## config.mk

```make
export PLATFORM = sky130hd
export DESIGN_NAME = adc_sample_timer
export DESIGN_NICKNAME = d
export VERILOG_FILES = /design/src/rtl/adc_timer_pkg.sv /design/src/rtl/adc_timing_ctrl.sv /design/src/rtl/adc_timing_datapath.sv /design/src/rtl/adc_sample_timer.sv
export SDC_FILE = /design/constraint.sdc
export NUM_CORES = 1
export LEC_CHECK = 0
export BUFFER_PORTS_ARGS = -buffer_cell sky130_fd_sc_hd__buf_4
export CORE_MARGIN = 5
export CORE_UTILIZATION = 37
export DETAILED_ROUTE_END_ITERATION = 16
export PLACE_DENSITY = 0.63
export RECOVER_POWER = 100
export SLEW_MARGIN = 40
export SYNTH_ARGS = -nofsm -noshare
export SYNTH_HDL_FRONTEND = slang
export SYNTH_SLANG_ARGS = --single-unit
```

## constraint.sdc

```tcl
create_clock -name clk -period 11.95 [get_ports clk]
set_input_delay 0.5975 -clock clk [delete_from_list [all_inputs] [get_ports clk]]
set_output_delay 0.5975 -clock clk [all_outputs]
set_load 0.02 [all_outputs]
```

## src/rtl/adc_timer_pkg.sv

```systemverilog
`timescale 1ns/1ps
package adc_timer_pkg;
  // Prescaler code width and divisor range (4 << 0 .. 4 << 5)
  localparam int PRE_W      = 3;
  localparam int MAX_SHIFT  = 5;
  localparam int BASE_SHIFT = 2;
  // Core clocks per unit step of the sample period
  localparam int CORE_SLOTS = 6;

  // Strobes and selectors handed from control to datapath
  typedef struct packed {
    logic             run;       // counters advance
    logic [PRE_W-1:0] divShift;  // clamped prescaler exponent
  } timing_ctl_t;
endpackage

```

## src/rtl/adc_timing_ctrl.sv

```systemverilog
`timescale 1ns/1ps
module adc_timing_ctrl
  import adc_timer_pkg::*;
#(
  parameter int UNIT_W = 8
) (
  input  logic              clk,
  input  logic              rstN,
  input  logic              cfgWr,
  input  logic [PRE_W-1:0]  cfgPreCode,
  input  logic [UNIT_W-1:0] cfgUnit,
  input  logic              globalEn,
  input  logic              powerDown,
  input  logic              clockDown,
  input  logic              anySlotEn,
  output timing_ctl_t       ctl,
  output logic [UNIT_W-1:0] unitVal
);
  localparam logic [PRE_W-1:0] SHIFT_CAP = PRE_W'(MAX_SHIFT);

  logic [PRE_W-1:0]  preCode;
  logic [UNIT_W-1:0] unitReg;
  logic              cfgAccept;

  // configuration only moves while every slot is idle
  assign cfgAccept = cfgWr & ~anySlotEn;

  always_ff @(posedge clk) begin
    if (!rstN) begin
      preCode <= '0;
      unitReg <= '0;
    end else if (cfgAccept) begin
      preCode <= cfgPreCode;
      unitReg <= cfgUnit;
    end
  end

  always_comb begin
    ctl.run      = globalEn & ~powerDown & ~clockDown;
    // reserved codes fold onto the largest divisor
    ctl.divShift = (preCode > SHIFT_CAP) ? SHIFT_CAP : preCode;
  end

  assign unitVal = unitReg;


  cfg_frozen_chk: assert property (@(posedge clk) disable iff (!rstN)
    anySlotEn |=> ($stable(preCode) && $stable(unitReg)));

endmodule

```

## src/rtl/adc_timing_datapath.sv

```systemverilog
`timescale 1ns/1ps
module adc_timing_datapath
  import adc_timer_pkg::*;
#(
  parameter int UNIT_W = 8
) (
  input  logic              clk,
  input  logic              rstN,
  input  timing_ctl_t       ctl,
  input  logic [UNIT_W-1:0] unitVal,
  output logic              coreClkEn,
  output logic              sampleStrobe
);
  localparam int DIV_W = BASE_SHIFT + MAX_SHIFT;  // holds divisor-1
  localparam int PER_W = UNIT_W + 3;              // holds period-1

  logic [DIV_W-1:0] preCnt;
  logic [PER_W-1:0] sampCnt;
  logic [DIV_W:0]   divFull;
  logic [DIV_W-1:0] divLast;
  logic [PER_W-1:0] perLast;
  logic             coreTick;
  logic             sampTick;

  always_comb begin
    divFull = {{DIV_W{1'b0}}, 1'b1} << (int'(ctl.divShift) + BASE_SHIFT);
    divLast = DIV_W'(divFull - 1'b1);
    perLast = PER_W'(((PER_W+1)'(unitVal) + (PER_W+1)'(1)) * (PER_W+1)'(CORE_SLOTS)
                     - (PER_W+1)'(1));
  end

  // ">=" keeps the wrap safe if the limits shrink mid-count
  assign coreTick = ctl.run && (preCnt >= divLast);
  assign sampTick = coreTick && (sampCnt >= perLast);

  always_ff @(posedge clk) begin
    if (!rstN || !ctl.run) begin
      preCnt <= '0;
    end else if (coreTick) begin
      preCnt <= '0;
    end else begin
      preCnt <= preCnt + 1'b1;
    end
  end

  always_ff @(posedge clk) begin
    if (!rstN || !ctl.run) begin
      sampCnt <= '0;
    end else if (sampTick) begin
      sampCnt <= '0;
    end else if (coreTick) begin
      sampCnt <= sampCnt + 1'b1;
    end
  end

  assign coreClkEn    = coreTick;
  assign sampleStrobe = sampTick;


  strobe_on_core_chk: assert property (@(posedge clk) disable iff (!rstN)
    sampleStrobe |-> coreClkEn);


  strobe_single_chk: assert property (@(posedge clk) disable iff (!rstN)
    sampleStrobe |=> !sampleStrobe);


  core_single_chk: assert property (@(posedge clk) disable iff (!rstN)
    coreClkEn |=> !coreClkEn);


  restart_zero_chk: assert property (@(posedge clk) disable iff (!rstN)
    $rose(ctl.run) |-> (preCnt == '0 && sampCnt == '0));

endmodule

```

## src/rtl/adc_sample_timer.sv

```systemverilog
`timescale 1ns/1ps
module adc_sample_timer
  import adc_timer_pkg::*;
#(
  parameter int UNIT_W = 8
) (
  input  logic              clk,
  input  logic              rstN,
  input  logic              cfgWr,
  input  logic [2:0]        cfgPreCode,
  input  logic [UNIT_W-1:0] cfgUnit,
  input  logic              globalEn,
  input  logic              powerDown,
  input  logic              clockDown,
  input  logic              anySlotEn,
  output logic              coreClkEn,
  output logic              sampleStrobe
);
  timing_ctl_t       ctl;
  logic [UNIT_W-1:0] unitVal;

  adc_timing_ctrl #(.UNIT_W(UNIT_W)) u_ctrl (
    .clk        (clk),
    .rstN       (rstN),
    .cfgWr      (cfgWr),
    .cfgPreCode (cfgPreCode),
    .cfgUnit    (cfgUnit),
    .globalEn   (globalEn),
    .powerDown  (powerDown),
    .clockDown  (clockDown),
    .anySlotEn  (anySlotEn),
    .ctl        (ctl),
    .unitVal    (unitVal)
  );

  adc_timing_datapath #(.UNIT_W(UNIT_W)) u_datapath (
    .clk          (clk),
    .rstN         (rstN),
    .ctl          (ctl),
    .unitVal      (unitVal),
    .coreClkEn    (coreClkEn),
    .sampleStrobe (sampleStrobe)
  );


  hold_quiet_chk: assert property (@(posedge clk) disable iff (!rstN)
    (!globalEn || powerDown || clockDown) |-> (!coreClkEn && !sampleStrobe));

endmodule

```

==> run metrics, run 1 <==
status=finished clean; number of nets in the synthesized netlist=331; Post-synth top flop=dfxtp_1; number of DRC markers after the initial detailed-route iteration=85; register bit count reported by yosys=29; number of maximum-capacitance constraint violations=0; transition time at the pin with the least slew margin=0.8254 ns; post-cts hold buffer count=0; worst-case clock skew=approximately 0.0094 ns; post-synthesis share of cell area spent on full adders, half adders and majority gates=17.21%; static leakage=1.156 nW; vias per inst=slightly above 5; via count=1897; average instance area after synthesis=8.226 µm²; Routed WL=4.356 mm; Routability Congestion=0.7651; CTS-repair resized insts=0; Final Instance Area=roughly 0.0026 mm²; Cells on Worst Hold Path=1; maximum number of buffers from clock root to sink=2; Area after DPL=0.002504 mm²; peak ir drop on the vdd network=0.00005247 V; largest area contributor in the synthesized netlist=dfxtp_1; TritonCTS clock tree=built; Die Outline Area=0.007953 mm²; pin count of the biggest net entering global routing=14; post-synthesis share of cell area spent on and, or, nand and nor gates=25.03%; number of unique standard cell types used by synthesis=50; root buffer cell=clkbuf_8; remaining antenna violation count after routing=0; layout cells sized above 1=11.41%; top cells by area in the synthesized netlist=dfxtp_1, ha_1, xnor2_1, xor2_1, nand2_1; number of top-level pins=20; remaining routing DRC violations=0; number of synthesized flops with an enable pin=0; endpoint of the worst register-to-register path=u_datapath.sampCnt[10]; warnings from Yosys=0; Tcrit/Tclk final=44.54%; # rows=28; Setup violations, final=0; post-route setup TNS=0 ns; utilization of the core after routing=43.36%; Critical Path Sink Type=primary output; end point of the worst hold path=u_datapath.preCnt[0]; number of buffer cells added on primary ports=19; most instantiated cells after synthesis=nand2_1, ha_1, dfxtp_1, nor2_1, xnor2_1; post-DP HPWL=3.509 mm; sequential area share after synthesis=25.03%; wl on met1=2.273 mm; xor/xnor cell area share of the yosys netlist=14.29%; type of the worst min-delay path=flop to flop; Die Span Y=89.18 µm; worst slack on hold paths=just under 0.5 ns; number of global-route vias before repair=1843; unrepaired setup endpoints after global routing=no; number of antenna violations at the first check in global routing=0; WL met3=189 µm; synthesized instance count=between 200 and 300; final antenna diode count=0; HP Start=u_datapath.preCnt[0]; clock net sink count=29; share of the synthesized area in compound gates (AO/OA/AOI/OAI)=13.32%; Final Net Count=approximately 350; router iterations before antenna repair=4; clock insertion delay at the later pin of the skew report=0.28 ns; clock buffer count from CTS=5; clock edge transition at the registers on the reported setup and hold paths=around 0.070 ns; R2R depth=18; worst relative slew slack=44.57%; Post CTS Setup Buffer Count=0; overflow left after global routing=0; first-pass GRT wire length=7.797 mm; count leader, synth=nand2_1; highest clock rate=187.9 MHz; share of synthesized registers carrying an async set or reset=0%; Layout area overhead=12.62%; summed instance area of the synthesized netlist=approximately 0.0023 mm²; wire per inst=11.68 µm; total power=0.0002405 W; Initial Util=38.50%; main combinational cell family by area after synthesis=simple AND/OR/NAND/NOR gates; core region area=0.006026 mm²; required time of the critical path=11.35 ns; CTS H-tree lvls=2; Worst Path Arrival=between 4 and 5 ns; Setup Crit Path Kind=flop to primary output; endpoints failing hold=0; internal reg-to-reg setup slack=7.12 ns; uppermost signal routing layer after detailed routing=met4; Tot GR Track Use=12.23%; PwrDens=92.07 mW/mm²; reg-to-reg critical path startpoint=u_ctrl.unitVal[0]; clock period minus worst slack=5.323 ns; die width=89.18 µm; WL met2=approximately 1.8 mm; max-slew violation total from the final report=0; portion of netlist area occupied by mux cells=0.9169%; Yosys top cell area share=25.03%; Crit Path Max Fanout=9; startpoint type of the worst setup path=flop
## placed cells by master (no fill, tap or decap), types with 2 or more instances in the layout
cell and count:
a21oi_1 4, clkbuf_1 3, and2_1 3, a21o_1 9
a21boi_0 11, xor2_1 17, o211ai_1 2, a31oi_1 3
ha_1 31, nand3_1 10, buf_4 16, nor2b_1 3
a211oi_1 2, or3_1 3, dfxtp_1 29, o31a_1 2
inv_1 10, nand2_1 37, nor2_1 28, nor3_1 2
and4_1 3, or2_0 2, and3_1 7, or4_1 2
o21ai_0 4, xnor2_1 19, nand4_1 7, clkbuf_8 6
## kinds of logic after synthesis
kind of cell | Yosys count
muxes | 2
and+or+nand+nor | 117
AOI/OAI and AO/OA | 43
DFF | 29
buffers and inverters | 22
xor gates and xnor gates | 37
adders and majority gates | 32
## where the power goes
group	internal (W)	leakage, nW	total [W]	switching [W]
sequential	0.0000985	0.235	0.000101	0.00000256
combinational	0.0000155	0.864	0.0000324	0.0000169
clock	0.0000677	0.0574	0.000107	0.0000394
total	0.000182	1.16	0.000241	0.0000589
## worst max-delay path by stage
stage,start,end,depth (start not counted)
global placement,u_ctrl.unitVal[0],sampleStrobe,17
finish,u_ctrl.unitVal[0],sampleStrobe,17
global route,u_ctrl.unitVal[0],sampleStrobe,17
CTS,u_ctrl.unitVal[0],sampleStrobe,17
floorplan,u_ctrl.unitVal[2],sampleStrobe,19
detailed placement,u_ctrl.unitVal[0],sampleStrobe,17
## layout make-up
type,instances,area (µm²)
inverter,10,37.54
fill,616,3413
clock buffer,6,82.58
clock inverter,2,37.54
timing repair buffer,20,138.9
sequential,29,580.6
tap,75,93.84
multi-input combinational,231,1642
## per-stage QoR
| stage | worst slack, ns | cells |
|---|---|---|
| floorplan | 7.403 | 282 |
| global placement | 7.044 | 365 |
| detailed placement | 6.978 | 365 |
| CTS | 6.652 | 373 |
| global route | 6.108 | 373 |
| finish | 6.627 | 373 |
## metal layers
metal  track usage, %  up-vias
met5                0        -
met4            5.007        0
met3            2.765        9
met1            16.58      850
met2            18.69       30
li1                 -     1008
## worst max-delay path, stage by stage, from the launching register on
cell and delay (ns):
dfxtp_1 0.50, ha_1 0.28, xor2_1 0.30, ha_1 0.29, a21o_2 0.22, xor2_1 0.18
or2_2 0.32, a311oi_1 0.41, mux2_2 0.39, a211oi_1 0.21, xnor2_1 0.10, ha_1 0.31
nand2_1 0.06, nor2_1 0.13, nand2_1 0.06, o21ai_0 0.27, o31a_1 0.18, clkbuf_1 0.23
## flip-flops by register name, indices dropped and copies added (netlist names)
register,flops
u_datapath.preCnt,7
u_datapath.sampCnt,11
u_ctrl.unitVal,8
u_ctrl.preCode,3
Power figures use the tool's default switching activity.
==> run 2, diff against run 1 <==
--- a/config.mk
+++ b/config.mk
@@ -5,11 +5,12 @@
 export SDC_FILE = /design/constraint.sdc
 export NUM_CORES = 1
 export LEC_CHECK = 0
+export ABC_AREA = 1
 export BUFFER_PORTS_ARGS = -buffer_cell sky130_fd_sc_hd__buf_4
 export CORE_MARGIN = 5
 export CORE_UTILIZATION = 37
 export DETAILED_ROUTE_END_ITERATION = 16
-export PLACE_DENSITY = 0.63
+export PLACE_DENSITY = 0.65
 export RECOVER_POWER = 100
 export SLEW_MARGIN = 40
 export SYNTH_ARGS = -nofsm -noshare
==> constraint.sdc (replaced) <==
create_clock -name clk -period 4.3 [get_ports clk]
set_input_delay 0.215 -clock clk [delete_from_list [all_inputs] [get_ports clk]]
set_output_delay 0.215 -clock clk [all_outputs]
set_load 0.02 [all_outputs]
==> run metrics, run 2 <==
clock net sink count=29 (unchanged); largest area contributor in the synthesized netlist=dfxtp_1; number of antenna violations at the first check in global routing=0 (unchanged); endpoint of the worst register-to-register path=u_datapath.sampCnt[5]; commonest non-fill, non-tap cell in the layout=nand2_1; number of buffer cells added on primary ports=19 (unchanged); most instantiated cells after synthesis=nand2_1, inv_1, nor2_1, ha_1, dfxtp_1; status=finished clean; Tot GR Track Use=13.16% (+0.93 points); Die Span Y=92.30 µm (+3.5%); Tcrit/Tclk final=91.50%; static leakage=1.343 nW (+16%); required time of the critical path=4.09 ns (-7.26 ns); number of top-level pins=20 (unchanged); PnR worst setup slack=0.3656 ns (-6.262 ns); Routability Congestion=0.8222 (+7.5%); final antenna diode count=0 (unchanged); WL met2=2.468 mm (+37%); highest clock rate=254.2 MHz; number of DRC markers after the initial detailed-route iteration=75 (-12%); number of placed instances with taps included=480 (+32%); average instance area after synthesis=6.476 µm² (-21%); Setup violations, final=0 (unchanged); top cells by area in the synthesized netlist=dfxtp_1, ha_1, nand2_1, inv_1, nor2_1; CTS H-tree lvls=2 (unchanged); remaining antenna violation count after routing=0 (unchanged); number of unique standard cell types used by synthesis=31 (-38%); Crit Path Max Fanout=6 (-3); remaining routing DRC violations=0 (unchanged); post-cts hold buffer count=0 (unchanged); synthesized instance count=387 (+37%); share of synthesized registers carrying an async set or reset=0% (unchanged); router iterations before antenna repair=4 (unchanged); via count=2393 (+26%); maximum number of buffers from clock root to sink=2 (unchanged); worst-case clock skew=0.01176 ns (+0.002379 ns); first-pass GRT wire length=9.315 mm (+19%); Worst Setup Slack post-DPL=0.3075 ns (-6.671 ns); reg-to-reg critical path startpoint=u_ctrl.unitVal[0]; peak ir drop on the vdd network=0.0002030 V (+290%); Final Net Count=461 (+33%); Layout area overhead=15.68%; number of maximum-capacitance constraint violations=0 (unchanged); HP Start=cfgUnit[2]; number of synthesized flops with an enable pin=0 (unchanged); warnings from Yosys=0 (unchanged); Worst Path Arrival=3.72 ns (-1.01 ns); R2R depth=27 (+9); WL met3=140 µm (-26%); count leader, synth=nand2_1; clock period minus worst slack=3.934 ns; TritonCTS clock tree=built; Setup Crit Path Kind=flop to primary output; largest reg by FF count=u_datapath.sampCnt; root buffer cell=clkbuf_8; Cells on Worst Hold Path=3 (+2); transition time at the pin with the least slew margin=0.5083 ns (-0.3172 ns); post-route setup TNS=0 ns (unchanged); number of nets in the synthesized netlist=436 (+32%); wire per inst=10.58 µm (-9.4%); vias per inst=4.854 (-4.6%); Post-synth top flop=dfxtp_1; # rows=30 (+7.1%); wl on met1=2.507 mm (+10%); pin count of the biggest net entering global routing=19 (+5); endpoints failing hold=0 (unchanged); uppermost signal routing layer after detailed routing=met4; most frequent cells in the layout=nand2_1, inv_1, nor2_1; max-slew violation total from the final report=0 (unchanged); startpoint type of the worst setup path=flop; flip-flop count of the largest register, all copies and words added=11 (unchanged); unrepaired setup endpoints after global routing=no; clock edge transition at the registers on the reported setup and hold paths=0.07 ns (about the same); Routed WL=5.215 mm (+20%); summed instance area of the synthesized netlist=0.002506 mm² (+8.0%); sequential area share after synthesis=23.17% (-1.9 points); clock insertion delay at the later pin of the skew report=0.29 ns (about the same); clock buffer count from CTS=5 (unchanged); overflow left after global routing=0 (unchanged); internal reg-to-reg setup slack=0.50 ns (-6.62 ns); core region area=0.006681 mm² (+11%); worst relative slew slack=65.86% (+21 points); Critical Path Sink Type=primary output; post-DP HPWL=4.088 mm (+17%); PwrDens=229.9 mW/mm² (+150%); Initial Util=37.51% (-0.99 points); number of standard cells in the final layout excluding fillers=493 (+32%); end point of the worst hold path=u_ctrl.unitVal[2]; die width=92.30 µm (+3.5%); type of the worst min-delay path=input pin to flop; register bit count reported by yosys=29 (unchanged); number of global-route vias before repair=2190 (+19%); Die Outline Area=0.008519 mm² (+7.1%); layout cells sized above 1=15.25% (+3.8 points); Yosys top cell area share=23.17% (-1.9 points)
[run 2: cell types whose count changed after synthesis, sizes merged, moves of 8 or more]
| cell | change |
|---|---|
| nand2 | +71 |
| inv | +39 |
| a21oi | +24 |
| nand3 | +17 |
| nor2 | +17 |
| o21ai | +17 |
| xnor2 | -12 |
| a21boi | -11 |
| a21o | -10 |
| xor2 | -8 |
[run 2: power by group]
part	switching (W)	leakage, nW	internal (W)
Sequential	0.0000103	0.238	0.000276
Clock	0.000116	0.0439	0.000112
Combinational	0.0000884	1.06	0.0000644
Total	0.000215	1.34	0.000452
[run 2: per-layer routing]
| layer | GRT usage [%] | up-vias |
|---|---|---|
| li1 | - | 1303 |
| met1 | 16.53 | 1048 |
| met2 | 22.05 | 34 |
| met3 | 2.681 | 8 |
| met4 | 5.074 | 0 |
| met5 | 0 | - |
[run 2: cell families (layout without fill, tap and decap cells)]
| family | Yosys count | after routing | synth area share, % |
|---|---|---|---|
| buffers and inverters | 56 | 82 | 8.887 |
| AOI/OAI and AO/OA | 51 | 51 | 10.43 |
| xor gates and xnor gates | 17 | 17 | 5.941 |
| adders and majority gates | 31 | 31 | 15.48 |
| DFF | 29 | 29 | 23.17 |
| and+or+nand+nor | 203 | 203 | 36.10 |
[run 2: layout make-up]
class / count / area (µm²)
fillers: 687 / 3782
clock buffers: 5 / 68.82
clock inverters: 3 / 17.52
inverters: 50 / 191.4
multi-input cells: 302 / 1752
well taps: 80 / 100.1
flip-flops and latches: 29 / 591.8
repair buffers: 24 / 177.7
[run 2: stage by stage]
stage / power (W) / utilization, % / cell area [µm²] / hold WS [ns]
6_report: 0.0006665 / 43.39 / 2899 / 0.1435
5_1_grt: 0.0007120 / 43.39 / 2899 / 0.1559
4_1_cts: 0.0006680 / 41.91 / 2800 / 0.1338
3_5_place_dp: 0.0004363 / 40.62 / 2714 / 0.4450
3_3_place_gp: 0.0004335 / 40.62 / 2714 / 0.4370
2_1_floorplan: 0.0004023 / - / 2506 / 0.3499
[run 2: what timing repair did]
action / in CTS / in global routing
buffers inserted: 0 / 5
endpoints found under the hold margin: 0 / 0
setup endpoints to repair: 0 / 12
resized for setup: 0 / 16
[run 2: worst max-delay path, stage by stage, from the launching register on]
cell        delay (ns)
dfxtp_4           0.40
clkinvlp_4        0.16
ha_4              0.30
inv_1             0.06
ha_1              0.29
nand2_1           0.06
nand2_1           0.07
or2_1             0.21
nand2_1           0.09
inv_1             0.06
nor2_2            0.17
nand2_1           0.08
nor2_2            0.14
nand3_2           0.10
nor2_2            0.11
nand2_1           0.06
nand2_1           0.05
nand2_1           0.08
ha_4              0.27
nand2_1           0.07
nor2_2            0.10
nand3_1           0.09
o2111ai_1         0.10
nand3_1           0.11
inv_1             0.08
buf_4             0.13
[run 2: how the worst max path moves through the flow]
stage	end	cells past startpoint	start
finish	sampleStrobe	25	u_ctrl.unitVal[0]
global route	sampleStrobe	25	u_ctrl.unitVal[0]
CTS	sampleStrobe	24	u_ctrl.unitVal[0]
detailed placement	u_datapath.sampCnt[6]	26	u_ctrl.unitVal[0]
global placement	u_datapath.sampCnt[5]	26	u_ctrl.unitVal[0]
floorplan	u_datapath.sampCnt[5]	26	u_ctrl.unitVal[0]
